**src/rtl/edge_port_pkg.sv**
```systemverilog
package edge_port_pkg;
  localparam int ADDR_W = 3;
  localparam logic [ADDR_W-1:0] ADDR_DATA = 3'd0;
  localparam logic [ADDR_W-1:0] ADDR_DIR  = 3'd1;
  localparam logic [ADDR_W-1:0] ADDR_IEN  = 3'd2;
  localparam logic [ADDR_W-1:0] ADDR_POL  = 3'd3;
  localparam logic [ADDR_W-1:0] ADDR_FLAG = 3'd4;

  typedef struct packed {
    logic loadPol;   // polarity register is being written this cycle
    logic clrFlags;  // flag register is being written (write-one-to-clear)
  } portStrobe_t;
endpackage

```
**src/rtl/edge_port_filter.sv**
```systemverilog
module edge_port_filter #(
  parameter int FILT_LEN = 4
) (
  input  logic clk,
  input  logic rstN,
  input  logic syncIn,
  input  logic activeHigh,
  input  logic polChg,
  output logic setFlag
);
  localparam int CW = $clog2(FILT_LEN + 1);

  logic          prevIn;
  logic          armed;
  logic [CW-1:0] runCnt;
  logic          atActive;

  assign atActive = (syncIn == activeHigh);
  assign setFlag  = armed && atActive && (syncIn == prevIn) &&
                    (runCnt == CW'(FILT_LEN - 1));

  always_ff @(posedge clk) begin
    if (!rstN) begin
      prevIn <= 1'b0;
      armed  <= 1'b0;
      runCnt <= '0;
    end else begin
      prevIn <= syncIn;
      if (polChg) begin
        armed  <= 1'b0;
        runCnt <= '0;
      end else if (syncIn != prevIn) begin
        armed  <= atActive;
        runCnt <= atActive ? CW'(1) : '0;
      end else if (setFlag) begin
        armed <= 1'b0;
      end else if (armed && atActive) begin
        runCnt <= runCnt + CW'(1);
      end
    end
  end

  // Independent observer: consecutive active-level samples seen.
  logic [CW-1:0] obsRun;
  always_ff @(posedge clk) begin
    if (!rstN)                   obsRun <= '0;
    else if (!atActive)          obsRun <= '0;
    else if (syncIn != prevIn)   obsRun <= CW'(1);
    else if (obsRun < CW'(FILT_LEN)) obsRun <= obsRun + CW'(1);
  end

  p_short_pulse_r6: assert property (@(posedge clk) disable iff (!rstN)
    setFlag |-> (obsRun >= CW'(FILT_LEN - 1)));

  p_pol_quiet_r11: assert property (@(posedge clk) disable iff (!rstN)
    polChg |=> !setFlag);
endmodule

```
**src/rtl/edge_port_datapath.sv**
```systemverilog
module edge_port_datapath
  import edge_port_pkg::*;
#(
  parameter int PINS     = 8,
  parameter int FILT_LEN = 4
) (
  input  logic            clk,
  input  logic            rstN,
  input  logic [PINS-1:0] padIn,
  input  logic [PINS-1:0] polReg,
  input  portStrobe_t     strb,
  input  logic [PINS-1:0] wrData,
  output logic [PINS-1:0] flags,
  output logic [PINS-1:0] syncPins
);
  logic [PINS-1:0] meta;
  logic [PINS-1:0] setMask;
  logic [PINS-1:0] clrMask;
  logic [PINS-1:0] polChg;

  assign clrMask = strb.clrFlags ? wrData : '0;
  assign polChg  = strb.loadPol ? (wrData ^ polReg) : '0;

  always_ff @(posedge clk) begin
    if (!rstN) begin
      meta     <= '0;
      syncPins <= '0;
    end else begin
      meta     <= padIn;
      syncPins <= meta;
    end
  end

  for (genvar i = 0; i < PINS; i++) begin : g_pin
    edge_port_filter #(.FILT_LEN(FILT_LEN)) filt_i (
      .clk       (clk),
      .rstN      (rstN),
      .syncIn    (syncPins[i]),
      .activeHigh(polReg[i]),
      .polChg    (polChg[i]),
      .setFlag   (setMask[i])
    );
  end

  // A new event wins over a simultaneous clear.
  always_ff @(posedge clk) begin
    if (!rstN) flags <= '0;
    else       flags <= (flags & ~clrMask) | setMask;
  end

  p_w1c_r9: assert property (@(posedge clk) disable iff (!rstN)
    strb.clrFlags |=> ((flags & $past(wrData) & ~$past(setMask)) == '0));

  p_flag_hold_r8: assert property (@(posedge clk) disable iff (!rstN)
    1'b1 |=> (($past(flags) & ~$past(clrMask) & ~flags) == '0));

  p_set_wins_r10: assert property (@(posedge clk) disable iff (!rstN)
    (setMask != '0) |=> ((flags & $past(setMask)) == $past(setMask)));
endmodule

```
**src/rtl/edge_port_ctrl.sv**
```systemverilog
module edge_port_ctrl
  import edge_port_pkg::*;
#(
  parameter int PINS = 8
) (
  input  logic              clk,
  input  logic              rstN,
  input  logic              wrEn,
  input  logic [ADDR_W-1:0] wrAddr,
  input  logic [PINS-1:0]   wrData,
  input  logic [ADDR_W-1:0] rdAddr,
  input  logic [PINS-1:0]   flags,
  input  logic [PINS-1:0]   syncPins,
  output logic [PINS-1:0]   rdData,
  output logic [PINS-1:0]   dirReg,
  output logic [PINS-1:0]   dataReg,
  output logic [PINS-1:0]   polReg,
  output portStrobe_t       strb,
  output logic              irqReq
);
  logic [PINS-1:0] ienReg;

  assign strb.loadPol  = wrEn && (wrAddr == ADDR_POL);
  assign strb.clrFlags = wrEn && (wrAddr == ADDR_FLAG);

  always_ff @(posedge clk) begin
    if (!rstN) begin
      dirReg  <= '0;
      dataReg <= '0;
      ienReg  <= '0;
      polReg  <= '0;
    end else if (wrEn) begin
      case (wrAddr)
        ADDR_DATA: dataReg <= wrData;
        ADDR_DIR:  dirReg  <= wrData;
        ADDR_IEN:  ienReg  <= wrData;
        ADDR_POL:  polReg  <= wrData;
        default:   ;
      endcase
    end
  end

  always_comb begin
    case (rdAddr)
      ADDR_DATA: rdData = (dataReg & dirReg) | (syncPins & ~dirReg);
      ADDR_DIR:  rdData = dirReg;
      ADDR_IEN:  rdData = ienReg;
      ADDR_POL:  rdData = polReg;
      ADDR_FLAG: rdData = flags;
      default:   rdData = '0;
    endcase
  end

  assign irqReq = |(flags & ienReg);

  p_dir_load_r1: assert property (@(posedge clk) disable iff (!rstN)
    (wrEn && wrAddr == ADDR_DIR) |=> (dirReg == $past(wrData)));

  p_irq_masked_r4: assert property (@(posedge clk) disable iff (!rstN)
    (ienReg == '0) |-> !irqReq);

  p_irq_from_flag_r3: assert property (@(posedge clk) disable iff (!rstN)
    irqReq |-> (flags != '0));
endmodule

```
**src/rtl/edge_port.sv**
```systemverilog
module edge_port
  import edge_port_pkg::*;
#(
  parameter int PINS     = 8,
  parameter int FILT_LEN = 4
) (
  input  logic              clk,
  input  logic              rstN,
  input  logic [PINS-1:0]   padIn,
  output logic [PINS-1:0]   padOut,
  output logic [PINS-1:0]   padOe,
  input  logic              wrEn,
  input  logic [ADDR_W-1:0] wrAddr,
  input  logic [PINS-1:0]   wrData,
  input  logic [ADDR_W-1:0] rdAddr,
  output logic [PINS-1:0]   rdData,
  output logic              irqReq
);
  logic [PINS-1:0] flags;
  logic [PINS-1:0] syncPins;
  logic [PINS-1:0] dirReg;
  logic [PINS-1:0] dataReg;
  logic [PINS-1:0] polReg;
  portStrobe_t     strb;

  edge_port_ctrl #(.PINS(PINS)) ctrl_i (
    .clk     (clk),
    .rstN    (rstN),
    .wrEn    (wrEn),
    .wrAddr  (wrAddr),
    .wrData  (wrData),
    .rdAddr  (rdAddr),
    .flags   (flags),
    .syncPins(syncPins),
    .rdData  (rdData),
    .dirReg  (dirReg),
    .dataReg (dataReg),
    .polReg  (polReg),
    .strb    (strb),
    .irqReq  (irqReq)
  );

  edge_port_datapath #(.PINS(PINS), .FILT_LEN(FILT_LEN)) dp_i (
    .clk     (clk),
    .rstN    (rstN),
    .padIn   (padIn),
    .polReg  (polReg),
    .strb    (strb),
    .wrData  (wrData),
    .flags   (flags),
    .syncPins(syncPins)
  );

  assign padOut = dataReg;
  assign padOe  = dirReg;
endmodule

```
**config.mk**
```make
export PLATFORM = sky130hd
export DESIGN_NAME = edge_port
export DESIGN_NICKNAME = d
export VERILOG_FILES = /design/src/rtl/edge_port_pkg.sv /design/src/rtl/edge_port_filter.sv /design/src/rtl/edge_port_datapath.sv /design/src/rtl/edge_port_ctrl.sv /design/src/rtl/edge_port.sv
export SDC_FILE = /design/constraint.sdc
export NUM_CORES = 1
export LEC_CHECK = 0
export ABC_AREA = 1
export ABC_CLOCK_PERIOD_IN_PS = 2000
export BUFFER_PORTS_ARGS = -buffer_cell sky130_fd_sc_hd__buf_4
export CORE_MARGIN = 10
export CORE_UTILIZATION = 47
export CTS_CLUSTER_SIZE = 10
export DETAILED_ROUTE_END_ITERATION = 8
export PLACE_DENSITY = 0.66
export SYNTH_ARGS = -nofsm -noshare
export SYNTH_HDL_FRONTEND = slang
export SYNTH_HIERARCHICAL = 1
export SYNTH_SLANG_ARGS = --single-unit
```
**constraint.sdc**
```tcl
create_clock -name clk -period 2 [get_ports clk]
set_clock_uncertainty 0.15 [all_clocks]
set_input_delay 0.2 -clock clk [delete_from_list [all_inputs] [get_ports clk]]
set_output_delay 0.2 -clock clk [all_outputs]
set_load 0.01 [all_outputs]
```
==> reports/qor.csv <==
metric;value;unit
dp.cells;1020;
grt_max_degree;36;
syn_area_per_cell;6.31;um^2
synth_edf_count;0;
status;completed;
ys_types;28;
place_ws;0.292;ns
p_seq_share;45.4;%
num_vias;5204;
cp.required;1.65;ns
syn_inst;842;
tightest_slew;0.551;ns
drc;0;
syn-num-nets;883;
antenna_found_initial;0;
finalSetupViolations;0;
io_pins;50;
syn-cell-area;5310;um^2
cts_setup_buffers;0;
design_area;6180;um^2
hold_depth;3;
drt-initial-drc-count;410;
multi_input_area;2750;um^2
p_total;4.54;mW
rsz0062_at_grt;false;
fin_cells;1044;
maxSlewHeadroom;63.2;%
ctsResizeCount;0;
yosysWarningCount;6;
yosysMostFrequentCell;nand2_1;
start_util;48.6;%
grt.overflow.total;0;
period_needed;1.71;ns
p_leak;3.08;nW
critPathCaptureType;output port;
synth.ff_latch_count;96;
cts-htree-levels;3;
std_cell_rows;38;
fmax;0.585;GHz
tritoncts;yes;
combPwrFrac;13.5;%
portBuffers;49;
min_path_type;in2reg;
fillers;1110;
die-area;16000;um^2
peakVddDrop;0.000412;V
hold_buffers;8;
drive_gt1_share;12.8;%
worstReg2RegStart;dp_i/g_pin[2].filt_i/runCnt[0];
switching_power;1.18;mW
holdPathEnd;ctrl_i/ienReg[4];
power.internal;3.36;mW
synth_common_cells;nand2_1 (255), nor2_1 (129), inv_1 (125);
hold_viol;0;
yosysSeqAreaShare;36.2;%
fin_tns_setup;0;ns
grt_usage;16.8;%
clkTransAtPathRegs;0.07;ns
place.gp.congestion;0.824;
grt_pass1_vias;4786;
clock-sinks;96;
layout_setup_ws;0.290;ns
nets;940;
hpwlAfterDp;9.75;mm
drtPass1Iterations;5;
insertedDiodeCount;0;
grt_pass1_wl;22.3;mm
pwr-share-clk;41.1;%
wl_per_cell;12.7;um
clockBufferDepth;2;
swShare;26.0;%
r2r_cells;6;
netlist.area_leader.share;36.2;%
place_area;5780;um^2
startpoint_type;register;
areaGrowthSynthToFinish;16.3;%
path_max_fanout;3;
regArea;1920;um^2
final_antenna_net_count;0;
crit_type;reg2out;
crit_arrival;1.36;ns
ys_top_cells_by_area;dfxtp_1 (36%), nand2_1 (18%), nor2_1 (9.1%);
avgViaCountPerCell;4.98;
r2r-end;dp_i/g_pin[2].filt_i/runCnt[1];
yosysTopAreaCell;dfxtp_1;
period_share;85.5;%
die_w;126;um
async_flop_share;0;%
min_from;wrData[4];
die_y;126;um
root_buffer;clkbuf_16;
r2r_slack;0.47;ns
numCtsBuffers;9;
clk-insertion-delay-late;0.35;ns
powerDensity;736;nW/um^2
drt-total-wl;13.3;mm
coreArea;10900;um^2
ys.flop_type;dfxtp_1;
slew_violations;0;
cap_violations;0;
==> area by class of cell <==
type / count / share of cell area, %
clock buffers: 13 / 4.05
multi-input cells: 591 / 44.5
repair buffers: 63 / 7.98
clock inverters: 3 / 1.05
inverters: 138 / 8.47
flip-flops and latches: 96 / 31.1
well taps: 140 / 2.84
==> power by group through the flow <==
stage	logic, mW	clock network (mW)	registers, mW
after floorplan	0.425	0	2.10
after global placement	0.584	0	2.11
after detailed placement	0.600	0	2.11
after CTS	0.614	1.91	2.06
after global routing	0.700	1.98	2.07
final	0.613	1.87	2.06
==> worst max-delay path, cell delays in order, from the launching register on <==
cell     delay, ns
dfxtp_1       0.33
nand2_1       0.12
nand4_1       0.09
or2_2         0.32
buf_4         0.15
==> worst max path at each step <==
stage / depth (start not counted) / startpoint / endpoint
after floorplan: 11 / wrEn / dp_i/g_pin[0].filt_i/runCnt[2]
after global placement: 10 / wrAddr[2] / dp_i/g_pin[3].filt_i/runCnt[2]
after detailed placement: 10 / wrAddr[2] / dp_i/g_pin[7].filt_i/runCnt[2]
after CTS: 4 / dp_i/flags[5] / irqReq
after global routing: 5 / dp_i/syncPins[2] / rdData[2]
final: 4 / dp_i/flags[5] / irqReq
==> layout by cell type, fill, tap and decap left out, drive strengths merged <==
master,count
a21oi,32
and3,8
buf,55
bufinv,2
clkbuf,13
clkinv,2
dfxtp,96
dlygate4sd3,8
ha,16
inv,137
nand2,274
nand3,42
nand4,34
nor2,142
nor3,10
o21ai,32
or2,1
==> per-layer routing <==
metal	vias up	global-route usage [%]	part of all wire, %
met3	11	2.96	5.2
li1	2726	-	-
met5	-	0	0
met2	105	27.8	46
met4	0	6.03	1.5
met1	2362	21.5	47
==> kinds of logic (layout without fill, tap and decap cells) <==
family / after synthesis / count (layout) / synth area share [%]
AO/OA/AOI/OAI: 64 / 64 / 6.03
adder cells (fa/ha/maj): 16 / 16 / 3.77
buffers and inverters: 155 / 217 / 12.1
flip-flops: 96 / 96 / 36.2
AND/OR/NAND/NOR: 511 / 511 / 41.9
==> registers in the layout, summed over array words and instances (netlist names) <==
register,count
ctrl_i/ienReg,8
dp_i/flags,8
dp_i/g_pin.filt_i/armed,8
dp_i/syncPins,8
dp_i/g_pin.filt_i/prevIn,8
ctrl_i/dataReg,8
ctrl_i/dirReg,8
ctrl_i/polReg,8
dp_i/g_pin.filt_i/runCnt,24
dp_i/meta,8
==> metrics by stage <==
| stage | hold slack, ns | util (%) |
|---|---|---|
| after CTS | 0.00524 | 56.5 |
| after detailed placement | 0.238 | 52.9 |
| after floorplan | 0.148 | - |
| final | 0.00892 | 56.5 |
| after global placement | 0.235 | 52.9 |
| after global routing | 0.0260 | 56.5 |
No activity file was read; power rests on OpenSTA's default activity.
